<file path="src/rtl/seg_chk_pkg.sv">
package seg_chk_pkg;

    localparam int DESC_W = 32;

    // bit positions inside the access byte (high word bits 15:8)
    localparam int AB_PRESENT = 7;
    localparam int AB_DPL_HI  = 6;
    localparam int AB_DPL_LO  = 5;
    localparam int AB_SYS     = 4;
    localparam int AB_CODE    = 3;
    localparam int AB_CONF    = 2;
    localparam int AB_RW      = 1;

    // granularity bit inside the high word
    localparam int HW_GRAN    = 23;

    typedef enum logic [1:0] {
        DST_CODE  = 2'd0,
        DST_STACK = 2'd1,
        DST_DATA  = 2'd2,
        DST_DATA2 = 2'd3
    } dst_e;

    typedef enum logic [1:0] {
        FLT_NONE   = 2'd0,
        FLT_TASK   = 2'd1,
        FLT_ABSENT = 2'd2
    } flt_e;

    typedef enum logic [2:0] {
        ST_IDLE,
        ST_LOOKUP,
        ST_RD_LO,
        ST_RD_HI,
        ST_DONE
    } fetch_st_e;

    typedef struct packed {
        logic [DESC_W-1:0] base;
        logic [DESC_W-1:0] limit;
    } seg_geom_t;

    function automatic seg_geom_t unpack_geom(input logic [DESC_W-1:0] lo,
                                              input logic [DESC_W-1:0] hi);
        seg_geom_t g;
        logic [19:0] raw;
        g.base = {hi[31:24], hi[7:0], lo[31:16]};
        raw    = {hi[19:16], lo[15:0]};
        if (hi[HW_GRAN])
            g.limit = {raw, 12'hfff};
        else
            g.limit = {12'h000, raw};
        return g;
    endfunction

endpackage

</file>
<file path="src/rtl/seg_sel_decode.sv">
module seg_sel_decode
    import seg_chk_pkg::*;
#(
    parameter int ADDR_W = 32
) (
    input  logic [13:0]       sel_upper,   // selector bits 15:2
    input  logic [ADDR_W-1:0] gdt_base,
    input  logic [ADDR_W-1:0] gdt_limit,
    input  logic [ADDR_W-1:0] ldt_base,
    input  logic [ADDR_W-1:0] ldt_limit,
    output logic              is_null,
    output logic              out_of_bounds,
    output logic [ADDR_W-1:0] entry_addr
);
    localparam int IDX_W = 16;

    logic              use_local;
    logic [IDX_W-1:0]  byte_idx;
    logic [ADDR_W-1:0] tbl_base;
    logic [ADDR_W-1:0] tbl_limit;
    logic [ADDR_W-1:0] last_byte;

    assign use_local     = sel_upper[0];
    assign byte_idx      = {sel_upper[13:1], 3'b000};
    assign is_null       = (sel_upper == '0);
    assign tbl_base      = use_local ? ldt_base  : gdt_base;
    assign tbl_limit     = use_local ? ldt_limit : gdt_limit;
    assign last_byte     = ADDR_W'(byte_idx) + ADDR_W'(7);
    assign out_of_bounds = last_byte > tbl_limit;
    assign entry_addr    = tbl_base + ADDR_W'(byte_idx);

endmodule

</file>
<file path="src/rtl/seg_rule_check.sv">
module seg_rule_check
    import seg_chk_pkg::*;
(
    input  dst_e        dst,
    input  logic [1:0]  cpl,
    input  logic [1:0]  rpl,
    input  logic [7:0]  acc,          // high word bits 15:8
    input  logic        is_null,
    input  logic        out_of_bounds,
    output flt_e        verdict
);
    logic [1:0] dpl;
    logic       is_code;
    logic       priv_bad;

    assign dpl     = acc[AB_DPL_HI:AB_DPL_LO];
    assign is_code = acc[AB_CODE];

    always_comb begin
        priv_bad = 1'b0;
        case (dst)
            DST_CODE: begin
                if (!is_code)                  priv_bad = 1'b1;
                if (dpl != rpl)                priv_bad = 1'b1;
                if (acc[AB_CONF] && dpl > rpl) priv_bad = 1'b1;
            end
            DST_STACK: begin
                if (is_code || !acc[AB_RW])    priv_bad = 1'b1;
                if (dpl != cpl || dpl != rpl)  priv_bad = 1'b1;
            end
            default: begin
                if (is_code && !acc[AB_RW])    priv_bad = 1'b1;
                // type below 12: data or non-conforming code
                if (!(is_code && acc[AB_CONF]))
                    if (dpl < cpl || dpl < rpl) priv_bad = 1'b1;
            end
        endcase
    end

    always_comb begin
        verdict = FLT_NONE;
        if (is_null) begin
            if (dst == DST_CODE || dst == DST_STACK)
                verdict = FLT_TASK;
        end else if (out_of_bounds) begin
            verdict = FLT_TASK;
        end else if (!acc[AB_SYS]) begin
            verdict = FLT_TASK;
        end else if (priv_bad) begin
            verdict = FLT_TASK;
        end else if (!acc[AB_PRESENT]) begin
            verdict = FLT_ABSENT;
        end
    end

endmodule

</file>
<file path="src/rtl/seg_fetch_ctrl.sv">
module seg_fetch_ctrl
    import seg_chk_pkg::*;
#(
    parameter int ADDR_W = 32
) (
    input  logic              clk,
    input  logic              rst,
    input  logic              start,
    input  logic [15:0]       sel,
    input  logic [1:0]        dst,
    input  logic [1:0]        cpl,
    input  logic              skip_fetch,
    input  logic [ADDR_W-1:0] entry_addr,
    output logic              mem_rd_req,
    output logic [ADDR_W-1:0] mem_rd_addr,
    input  logic              mem_rd_valid,
    input  logic [DESC_W-1:0] mem_rd_data,
    output logic [15:0]       sel_q,
    output dst_e              dst_q,
    output logic [1:0]        cpl_q,
    output logic [DESC_W-1:0] lo_q,
    output logic              finish,
    output logic              done
);
    localparam logic [ADDR_W-1:0] HI_OFS = ADDR_W'(4);

    fetch_st_e         st;
    logic [ADDR_W-1:0] addr_q;

    assign mem_rd_req  = (st == ST_RD_LO) || (st == ST_RD_HI);
    assign mem_rd_addr = (st == ST_RD_HI) ? addr_q + HI_OFS : addr_q;
    assign finish      = ((st == ST_LOOKUP) && skip_fetch) ||
                         ((st == ST_RD_HI) && mem_rd_valid);
    assign done        = (st == ST_DONE);

    always_ff @(posedge clk) begin
        if (rst) begin
            st     <= ST_IDLE;
            sel_q  <= '0;
            dst_q  <= DST_DATA;
            cpl_q  <= '0;
            lo_q   <= '0;
            addr_q <= '0;
        end else begin
            case (st)
                ST_IDLE: if (start) begin
                    sel_q <= sel;
                    dst_q <= dst_e'(dst);
                    cpl_q <= cpl;
                    st    <= ST_LOOKUP;
                end
                ST_LOOKUP: begin
                    addr_q <= entry_addr;
                    st     <= skip_fetch ? ST_DONE : ST_RD_LO;
                end
                ST_RD_LO: if (mem_rd_valid) begin
                    lo_q <= mem_rd_data;
                    st   <= ST_RD_HI;
                end
                ST_RD_HI: if (mem_rd_valid) st <= ST_DONE;
                default:  st <= ST_IDLE;
            endcase
        end
    end

    AST_DONE_PULSE: assert property (@(posedge clk) disable iff (rst)
        done |=> !done);

    AST_HI_FOLLOWS_LO: assert property (@(posedge clk) disable iff (rst)
        (mem_rd_req && mem_rd_valid && st == ST_RD_LO) |=>
        (mem_rd_req && mem_rd_addr == $past(mem_rd_addr) + HI_OFS));

    AST_REQ_HELD: assert property (@(posedge clk) disable iff (rst)
        (mem_rd_req && !mem_rd_valid) |=>
        (mem_rd_req && $stable(mem_rd_addr)));

endmodule

</file>
<file path="src/rtl/seg_desc_loader.sv">
module seg_desc_loader
    import seg_chk_pkg::*;
#(
    parameter int ADDR_W = 32
) (
    input  logic              clk,
    input  logic              rst,
    input  logic              start,
    input  logic [15:0]       sel,
    input  logic [1:0]        dst,
    input  logic [1:0]        cpl,
    input  logic [ADDR_W-1:0] gdt_base,
    input  logic [ADDR_W-1:0] gdt_limit,
    input  logic [ADDR_W-1:0] ldt_base,
    input  logic [ADDR_W-1:0] ldt_limit,
    output logic              mem_rd_req,
    output logic [ADDR_W-1:0] mem_rd_addr,
    input  logic              mem_rd_valid,
    input  logic [31:0]       mem_rd_data,
    output logic              done,
    output logic [1:0]        fault,
    output logic [15:0]       err_code,
    output logic [31:0]       seg_base,
    output logic [31:0]       seg_limit,
    output logic [31:0]       seg_attr
);
    logic [15:0]       sel_q;
    dst_e              dst_q;
    logic [1:0]        cpl_q;
    logic [DESC_W-1:0] lo_q;
    logic              finish;
    logic              is_null;
    logic              oob;
    logic [ADDR_W-1:0] entry_addr;
    flt_e              verdict;
    seg_geom_t         geom;

    seg_sel_decode #(.ADDR_W(ADDR_W)) u_decode (
        .sel_upper     (sel_q[15:2]),
        .gdt_base      (gdt_base),
        .gdt_limit     (gdt_limit),
        .ldt_base      (ldt_base),
        .ldt_limit     (ldt_limit),
        .is_null       (is_null),
        .out_of_bounds (oob),
        .entry_addr    (entry_addr)
    );

    seg_fetch_ctrl #(.ADDR_W(ADDR_W)) u_fetch (
        .clk          (clk),
        .rst          (rst),
        .start        (start),
        .sel          (sel),
        .dst          (dst),
        .cpl          (cpl),
        .skip_fetch   (is_null || oob),
        .entry_addr   (entry_addr),
        .mem_rd_req   (mem_rd_req),
        .mem_rd_addr  (mem_rd_addr),
        .mem_rd_valid (mem_rd_valid),
        .mem_rd_data  (mem_rd_data),
        .sel_q        (sel_q),
        .dst_q        (dst_q),
        .cpl_q        (cpl_q),
        .lo_q         (lo_q),
        .finish       (finish),
        .done         (done)
    );

    seg_rule_check u_rules (
        .dst           (dst_q),
        .cpl           (cpl_q),
        .rpl           (sel_q[1:0]),
        .acc           (mem_rd_data[15:8]),
        .is_null       (is_null),
        .out_of_bounds (oob),
        .verdict       (verdict)
    );

    assign geom = unpack_geom(lo_q, mem_rd_data);

    always_ff @(posedge clk) begin
        if (rst) begin
            fault     <= FLT_NONE;
            err_code  <= '0;
            seg_base  <= '0;
            seg_limit <= '0;
            seg_attr  <= '0;
        end else if (finish) begin
            fault <= verdict;
            if (verdict == FLT_NONE && !is_null) begin
                err_code  <= '0;
                seg_base  <= geom.base;
                seg_limit <= geom.limit;
                seg_attr  <= mem_rd_data;
            end else begin
                err_code  <= (verdict == FLT_NONE) ? 16'h0000 : {sel_q[15:2], 2'b00};
                seg_base  <= '0;
                seg_limit <= '0;
                seg_attr  <= '0;
            end
        end
    end

    AST_FAULT_ZEROES: assert property (@(posedge clk) disable iff (rst)
        (done && fault != FLT_NONE) |->
        (seg_base == '0 && seg_limit == '0 && seg_attr == '0));

    AST_ERR_LOW_BITS: assert property (@(posedge clk) disable iff (rst)
        done |-> (err_code[1:0] == 2'b00));

    AST_GRAN_FILL: assert property (@(posedge clk) disable iff (rst)
        (done && fault == FLT_NONE && seg_attr[HW_GRAN]) |->
        (seg_limit[11:0] == 12'hfff));

    AST_OK_PRESENT: assert property (@(posedge clk) disable iff (rst)
        (done && fault == FLT_NONE && seg_attr != '0) |->
        (seg_attr[15] && seg_attr[12]));

endmodule

</file>
<file path="config.mk">
export PLATFORM = sky130hd
export DESIGN_NAME = seg_desc_loader
export DESIGN_NICKNAME = d
export VERILOG_FILES = /design/src/rtl/seg_chk_pkg.sv /design/src/rtl/seg_sel_decode.sv /design/src/rtl/seg_rule_check.sv /design/src/rtl/seg_fetch_ctrl.sv /design/src/rtl/seg_desc_loader.sv
export SDC_FILE = /design/constraint.sdc
export NUM_CORES = 1
export LEC_CHECK = 0
export BUFFER_PORTS_ARGS = -buffer_cell sky130_fd_sc_hd__buf_2
export CAP_MARGIN = 10
export CORE_MARGIN = 4
export CORE_UTILIZATION = 45
export DETAILED_ROUTE_END_ITERATION = 7
export PLACE_DENSITY_LB_ADDON = 0.1
export RECOVER_POWER = 25
export SLEW_MARGIN = 40
export SYNTH_ARGS = -nofsm -noshare
export SYNTH_HDL_FRONTEND = slang
export SYNTH_SLANG_ARGS = --single-unit
</file>
<file path="constraint.sdc">
create_clock -name clk -period 4.38 [get_ports clk]
set_clock_uncertainty 0.15 [all_clocks]
set_input_delay 0.657 -clock clk [delete_from_list [all_inputs] [get_ports clk]]
set_output_delay 0.657 -clock clk [all_outputs]
set_load 0.02 [all_outputs]
</file>
==> results.yml, run 1 <==
yosys:
  synth_area_leaders: "dfxtp_1 41%, nand2_1 6.9%, a22o_1 5.7%"
  postSynthAreaPerCell_um2: 8.97
  synth_edf_count: 0
  synth-async-reset-ratio_pct: 0
  synthCells: 1003
  yosysTopAreaCellShare_pct: 40.7
  yosysWarnings: 0
  yosysSeqAreaShare_pct: 40.7
  yosys_register_bits: 183
  synth_cell_types: 71
  synthesis.area_um2: 9000
  synth_top_cell_by_area: "dfxtp_1"
  ys.flop_type: "dfxtp_1"
finish:
  fin_util_pct: 56.8
  nets: 1495
  multi_input_area_um2: 4830
  nFillCells: 1864
  area_growth_pct: 23.7
  final-seq-area_um2: 3660
  final_common_cell: "buf_2"
  layout_common_cells: "247 x buf_2, 182 x dfxtp_1, 166 x nand2_1"
  n_antenna_cell: 0
  drive_gt1_share_pct: 24.8
die:
  die_w_um: 149
  rows: 51
  start_util_pct: 45.9
  die-area_um2: 22300
  io_pins: 332
  fp.dieH_um: 149
  core_area_um2: 19600
cts:
  path_clk_slew_ns: 0.08
  cts.repair.resized: 0
  post-cts-setup-buffers: 0
  cts_sinks: 183
  insertion_delay_ns: 0.43
  root_buffer: "clkbuf_16"
  cts_buffer_depth: 2
  cts_buffers: 17
  h-tree-depth: 4
  hold_buffers: 0
  cts_tree: "done"
power:
  leakagePower_nw: 4.68
  p_per_area_nw_per_um2: 360
  peakVddDrop_uv: 226
sta:
  tightest_slew_ns: 2.95
  slew_headroom_pct: -96.8
  finalSetupViolations: 0
  tns_ns: 0
  rsz0062_at_grt: "no"
  hold_viol: 0
  period_share_pct: 93.2
  drv_slew: 76
  fin_crit_ns: 4.08
  timing.fmax_ghz: 0.245
status:
  violations: "capacitance limit, slew limit"
  status: "finished with violations"
worst_setup_path:
  slowest_stage: "nor3_1"
  rrSetupSlack_ns: 0.47
  crit_path_end: "mem_rd_addr[29]"
  cp-end-kind: "output port"
  crit_top_cell: "nor3_1"
  reg2reg_depth: 10
  cp-start-kind: "flip-flop"
  reg2reg_to: "seg_attr[20]"
  arrival_ns: 3.28
  slowest_delay_ns: 0.56
  crit_required_ns: 3.57
  worstSetupPathType: "flip-flop to output port"
  crit_fanout: 11
  regToRegStartpoint: "u_fetch.sel_q[2]"
  cp_cell_sequence: "nor2b_1, nand2_1, nor3_1, nand3_1, nor3_1, nand4_1, xnor2_1, buf_2"
  startpoint: "u_fetch.st[1]"
global_route:
  grt.total_usage_pct: 23.6
  antenna_found_initial: 0
  grt_max_degree: 76
  grt_overflow: 0
  grt_pass1_vias: 7828
  grt_pass1_wl_um: 42000
placement:
  place.gp.congestion: 0.855
  portBuffers: 329
  hpwlAfterDp_um: 20800
run:
  maxCapViolCount: 1
detailed_routing:
  drt_iter0_drc: 356
  drtPass1Iterations: 4
  drc_errors: 0
  via_per_inst: 5.40
  wire_per_inst_um: 17.6
  via_count: 8405
  ant_nets: 0
  postRouteWirelength_um: 27500
hold_path:
  min-delay-path-class: "input port to flip-flop"
## worst min-delay path by stage
stage / endpoint / slack, ns / start / cells past startpoint
floorplan: u_fetch.lo_q[16] / 0.29 / u_fetch.lo_q[16] / 2
global placement: fault[1] / 0.29 / fault[1] / 2
detailed placement: seg_limit[8] / 0.29 / seg_limit[8] / 1
CTS: seg_attr[21] / 0.28 / mem_rd_data[21] / 2
global route: seg_base[27] / 0.29 / mem_rd_data[27] / 2
finish: seg_attr[21] / 0.29 / mem_rd_data[21] / 2
## critical path: cells and delay by family (launching register included)
family / cells / cell delay, ns
buf+inv: 1 / 0.19
flops: 1 / 0.55
simple gates: 6 / 1.94
xor+xnor: 1 / 0.17
## cells by family after synthesis
kind of cell	Yosys count	share of synthesized area (%)
flip-flops	183	40.7
buffers and inverters	105	6.03
AND/OR/NAND/NOR	344	18.3
multiplexers	55	6.33
adder cells (fa/ha/maj)	32	4.53
other	1	0.0417
XOR/XNOR	34	3.31
AO/OA/AOI/OAI	249	20.7
## state kept, by name, summed over array words and instances (netlist names)
register,cells
seg_attr,16
u_fetch.lo_q,32
u_fetch.dst_q,2
u_fetch.cpl_q,2
seg_limit,32
seg_base,32
u_fetch.st,3
fault,2
u_fetch.sel_q,16
u_fetch.addr_q,32
err_code,14
## power breakdown
group / internal (mW) / switching, mW / total [mW] / leakage [nW]
clock: 0.771 / 0.721 / 1.49 / 0.280
combinational: 0.285 / 0.422 / 0.707 / 2.92
sequential: 1.73 / 0.0866 / 1.81 / 1.48
total: 2.78 / 1.23 / 4.01 / 4.68
## final cells by class
class | instances | share of cell area, %
multi-input cells | 716 | 43.3
flip-flops and latches | 183 | 32.9
repair buffers | 341 | 14.9
clock buffers | 19 | 3.98
well taps | 265 | 2.98
clock inverters | 13 | 1.18
inverters | 20 | 0.674
## stage by stage
stage / setup WS (ns) / total power, mW / hold slack, ns / std cells / area [µm²]
final: 0.298 / 4.01 / 0.295 / 1557 / 11100
after global routing: 0.0359 / 4.19 / 0.285 / 1557 / 11100
after CTS: 0.314 / 4.04 / 0.276 / 1557 / 11200
after detailed placement: 0.524 / 2.56 / 0.294 / 1525 / 10700
after global placement: 0.678 / 2.55 / 0.290 / 1525 / 10700
after floorplan: 0.215 / 2.30 / 0.286 / 1004 / 9000
## routing by layer
layer / global-route usage (%) / wire length, µm / vias to the layer above
li1: - / - / 4193
met1: 31.0 / 12000 / 3884
met2: 40.0 / 13200 / 296
met3: 4.15 / 1780 / 32
met4: 6.59 / 481 / 0
met5: 0 / 0 / -
## synth_stat cells (6+ instances only)
cell	instances
nand2_1	166
ha_1	31
o2bb2ai_1	21
nand3_1	28
dfxtp_1	183
a21oi_1	78
a22o_1	59
a2111oi_0	7
nor2_1	40
a311o_1	7
o21ai_0	9
inv_1	20
mux2_2	15
mux2i_1	40
xnor2_1	25
nor3_1	24
buf_4	23
buf_6	7
nand2b_1	6
and3_1	20
nor4_1	10
buf_2	8
clkbuf_1	45
xor2_1	9
a32o_1	13
nand4_1	13
Note: power is estimated with default switching activity, not from simulation.
==> run 2, diff against run 1 <==
--- a/config.mk
+++ b/config.mk
@@ -8,8 +8,10 @@
 export BUFFER_PORTS_ARGS = -buffer_cell sky130_fd_sc_hd__buf_2
 export CAP_MARGIN = 10
 export CORE_MARGIN = 4
-export CORE_UTILIZATION = 45
+export CORE_UTILIZATION = 46
+export CTS_BUF_LIST = sky130_fd_sc_hd__clkbuf_8
 export DETAILED_ROUTE_END_ITERATION = 7
+export HOLD_SLACK_MARGIN = 0.1
 export PLACE_DENSITY_LB_ADDON = 0.1
 export RECOVER_POWER = 25
 export SLEW_MARGIN = 40
==> results.yml, run 2 (synthesized netlist as in run 1, its figures left out) <==
cts:
  cts_buffers: 17
  root_buffer: "clkbuf_8"
  path_clk_slew_ns: 0.12
  cts_tree: "done"
  cts_sinks: 183
  cts_buffer_depth: 2
  hold_buffers: 0
  insertion_delay_ns: 0.46
  h-tree-depth: 4
die:
  fp.dieH_um: 148
  core_area_um2: 19000
  start_util_pct: 47.5
  io_pins: 332
  die-area_um2: 21900
  rows: 50
  die_w_um: 148
finish:
  area_growth_pct: 22.3
  fin_util_pct: 58.0
  final_common_cell: "buf_2"
  nets: 1498
  n_antenna_cell: 0
  final_area_um2: 11000
  nFillCells: 1826
  drive_gt1_share_pct: 25.3
  layout_common_cells: "248 x buf_2, 182 x dfxtp_1, 166 x nand2_1"
global_route:
  grt.total_usage_pct: 23.6
  grt_max_degree: 94
  antenna_found_initial: 0
  grt_overflow: 0
  grt_pass1_wl_um: 41600
  grt_pass1_vias: 7715
power:
  clock_power_share_pct: 31.5
  pwr-share-seq_pct: 49.3
  leakagePower_nw: 4.63
  netSwitchingFraction_pct: 32.9
  power_switching_mw: 1.21
  internal-power_mw: 2.46
  p_per_area_nw_per_um2: 334
  comb_power_share_pct: 19.2
  peakVddDrop_uv: 172
sta:
  timing.fmax_ghz: 0.252
  timing.hold.ws_ns: 0.256
  fin_crit_ns: 3.97
  hold_viol: 0
  tns_ns: 0
  rsz0062_at_grt: "no"
  period_share_pct: 90.7
  slew_headroom_pct: 51.3
  tightest_slew_ns: 0.730
  finalSetupViolations: 0
  drv_slew: 0
worst_setup_path:
  crit_top_cell: "a21oi_1"
  worstSetupPathType: "flip-flop to flip-flop"
  crit_fanout: 20
  crit_required_ns: 4.58
  slowest_delay_ns: 0.61
  cp-end-kind: "flip-flop"
  arrival_ns: 4.17
  cp-start-kind: "flip-flop"
  cp_cell_sequence: "buf_4, mux2_2, ha_1, inv_1, fa_1, nand2b_1, a21oi_1, o31ai_1, a211o_1, a21oi_1, a2111oi_0, a311o_1"
  slowest_stage: "dfxtp_2"
detailed_routing:
  wire_per_inst_um: 17.3
  via_count: 8349
  ant_nets: 0
  drtPass1Iterations: 5
  drc_errors: 0
  postRouteWirelength_um: 26900
  drt_iter0_drc: 460
  via_per_inst: 5.37
run:
  maxCapViolCount: 0
placement:
  hpwlAfterDp_um: 20500
  place_area_um2: 10700
  place.gp.congestion: 0.857
  portBuffers: 329
status:
  status: "complete, no violations"
hold_path:
  min-delay-path-class: "input port to flip-flop"
[run 2: through the flow]
step	setup slack, ns	instances	total power, mW
after floorplan	0.215	1004	2.30
after global placement	0.524	1521	2.54
after detailed placement	0.502	1523	2.55
after CTS	0.296	1555	3.71
after global routing	0.109	1555	3.86
final	0.406	1555	3.67
[run 2: repair_timing]
item / CTS / global route
hold endpoints to repair: 0 / 0
endpoints found under the setup margin: 0 / 2
setup buffers: 0 / 0
resized for setup: 0 / 1
[run 2: power by group through the flow]
stage / sequential (mW) / clock [mW] / combinational [mW]
global route: 1.82 / 1.26 / 0.781
global placement: 1.85 / 0 / 0.694
detailed placement: 1.85 / 0 / 0.707
finish: 1.81 / 1.16 / 0.706
floorplan: 1.81 / 0 / 0.483
CTS: 1.81 / 1.19 / 0.710
[run 2: path summary, 6_finish.rpt]
| kind | from | to | slack [ns] | cells past startpoint |
|---|---|---|---|---|
| max | u_fetch.sel_q[2] | u_fetch.addr_q[21] | 0.41 | 12 |
| min | mem_rd_data[21] | seg_attr[21] | 0.26 | 2 |
| max reg2reg | u_fetch.sel_q[2] | u_fetch.addr_q[21] | 0.41 | 12 |
| min reg2reg | fault[0] | fault[0] | 0.31 | 2 |
[run 2: area by class of cell]
cell class	count	area [µm²]	area share [%]
sequential	183	3660	33.3
multi-input combinational	716	4820	43.8
clock inverter	15	191	1.74
tap	260	325	2.96
inverter	20	75.1	0.682
clock buffer	17	234	2.13
timing repair buffer	344	1690	15.4
[run 2: critical path, delay by kind of cell (launching register included)]
family	cells	cell delay [ns]
muxes	1	0.21
buffers and inverters	2	0.40
DFF	1	0.61
and+or+nand+nor	1	0.19
adders and majority gates	2	0.52
AOI/OAI and AO/OA	6	1.76
[run 2: layer usage]
| layer | track usage, % | vias up | share of wire [%] |
|---|---|---|---|
| met2 | 41.8 | 298 | 50 |
| met3 | 4.20 | 22 | 5.9 |
| met5 | 0 | - | 0 |
| li1 | - | 4200 | - |
| met1 | 29.6 | 3829 | 43 |
| met4 | 6.51 | 0 | 1.8 |
==> run 3, diff against run 2 <==
--- a/config.mk
+++ b/config.mk
@@ -13,7 +13,6 @@
 export DETAILED_ROUTE_END_ITERATION = 7
 export HOLD_SLACK_MARGIN = 0.1
 export PLACE_DENSITY_LB_ADDON = 0.1
-export RECOVER_POWER = 25
 export SLEW_MARGIN = 40
 export SYNTH_ARGS = -nofsm -noshare
 export SYNTH_HDL_FRONTEND = slang
==> results.yml, run 3 (synthesized netlist as in run 1, its figures left out) <==
sta:
  drv_slew: 0
  period_share_pct: 90.8
  timing.fmax_ghz: 0.252
  tns_ns: 0
  fin_crit_ns: 3.98
  tightest_slew_ns: 0.729
  slew_headroom_pct: 51.4
  finalSetupViolations: 0
  rsz0062_at_grt: "no"
  hold_viol: 0
worst_setup_path:
  crit_required_ns: 3.57
  slowest_delay_ns: 0.56
  cp-start-kind: "flip-flop"
  arrival_ns: 3.17
  startpoint: "u_fetch.st[1]"
  path_delay_family: "simple AND/OR/NAND/NOR gates"
  slowest_stage: "dfxtp_1"
  cp_cell_sequence: "and3b_1, nand4_1, nor3b_1, nand2_1, or2_1, nor2_1, xor2_1, buf_2"
  crit_fanout: 11
  regToRegStartpoint: "u_fetch.sel_q[2]"
  cp-end-kind: "output port"
  worstSetupPathType: "flip-flop to output port"
  critical_path_buf_inv_count: 1
detailed_routing:
  drt-met1-wl_um: 11400
  wire_per_inst_um: 17.3
  wl_met2_um: 13300
  via_count: 8359
  postRouteWirelength_um: 26800
  drt_iter0_drc: 437
  drtPass1Iterations: 5
  drc_errors: 0
  via_per_inst: 5.38
  top_layer_used: "met4"
  ant_nets: 0
  dr_wl_met3_um: 1610
cts:
  h-tree-depth: 4
  cts_buffers: 17
  cts_buffer_depth: 2
  path_clk_slew_ns: 0.12
  cts_tree: "done"
  insertion_delay_ns: 0.46
  root_buffer: "clkbuf_8"
  post-cts-setup-buffers: 0
  cts_sinks: 183
global_route:
  grt_max_degree: 94
  grt_pass1_vias: 7715
  antenna_found_initial: 0
  grt_pass1_wl_um: 41600
  grt.total_usage_pct: 23.6
  grt_overflow: 0
finish:
  nFillCells: 1779
  n_antenna_cell: 0
  area_growth_pct: 23.4
  final_area_um2: 11100
  drive_gt1_share_pct: 31.5
  multi_input_area_um2: 4820
  final_common_cell: "buf_2"
  layout_common_cells: "328 x buf_2, 182 x dfxtp_1, 166 x nand2_1"
  nets: 1498
  final-seq-area_um2: 3660
die:
  io_pins: 332
  die-area_um2: 21900
  rows: 50
  core_area_um2: 19000
  die_w_um: 148
  start_util_pct: 47.5
  fp.dieH_um: 148
placement:
  place_area_um2: 10700
  hpwlAfterDp_um: 20500
  portBuffers: 329
  place.gp.congestion: 0.857
power:
  peakVddDrop_uv: 173
  p_per_area_nw_per_um2: 331
  leakagePower_nw: 4.98
run:
  maxCapViolCount: 0
status:
  status: "complete, no violations"
hold_path:
  hold_start: "mem_rd_data[21]"
  min-delay-path-class: "input port to flip-flop"
run 3: repair_timing:
item                                    in CTS  in global routing
endpoints found under the setup margin       0                  2
gates resized for setup                      0                  1
hold buffers                                 0                  0
run 3: metrics by stage:
| stage | setup slack, ns | total power, mW | util (%) | std cells | hold WS (ns) |
|---|---|---|---|---|---|
| final | 0.404 | 3.67 | 58.6 | 1555 | 0.254 |
| after global placement | 0.524 | 2.54 | 56.1 | 1521 | 0.291 |
| after floorplan | 0.215 | 2.30 | - | 1004 | 0.286 |
| after detailed placement | 0.502 | 2.55 | 56.3 | 1523 | 0.292 |
| after global routing | 0.109 | 3.86 | 58.6 | 1555 | 0.238 |
| after CTS | 0.296 | 3.71 | 58.5 | 1555 | 0.223 |
run 3: cell type report:
type	count	share of cell area, %
clock buffers	17	2.11
clock inverters	15	1.72
inverters	20	0.676
multi-input cells	716	43.4
flip-flops and latches	183	33.0
well taps	260	2.93
repair buffers	344	16.1
run 3: path summary, 6_finish.rpt:
check | end | slack (ns) | cells after the start
max | mem_rd_addr[28] | 0.40 | 8
min | seg_attr[21] | 0.25 | 2
max reg2reg | u_fetch.addr_q[21] | 0.43 | 12
min reg2reg | fault[0] | 0.31 | 2
run 3: per-layer routing:
metal  global-route usage, %  up-vias
met3                    4.20       27
met2                    41.8      291
met1                    29.6     3837
li1                        -     4204
met4                    6.51        0
met5                       0        -
run 3: report_power, final:
part           internal, mW  leakage (nW)  switching [mW]  total (mW)
clock                 0.447         0.204           0.708        1.16
combinational         0.289          3.29           0.418       0.707
sequential             1.73          1.48          0.0817        1.81
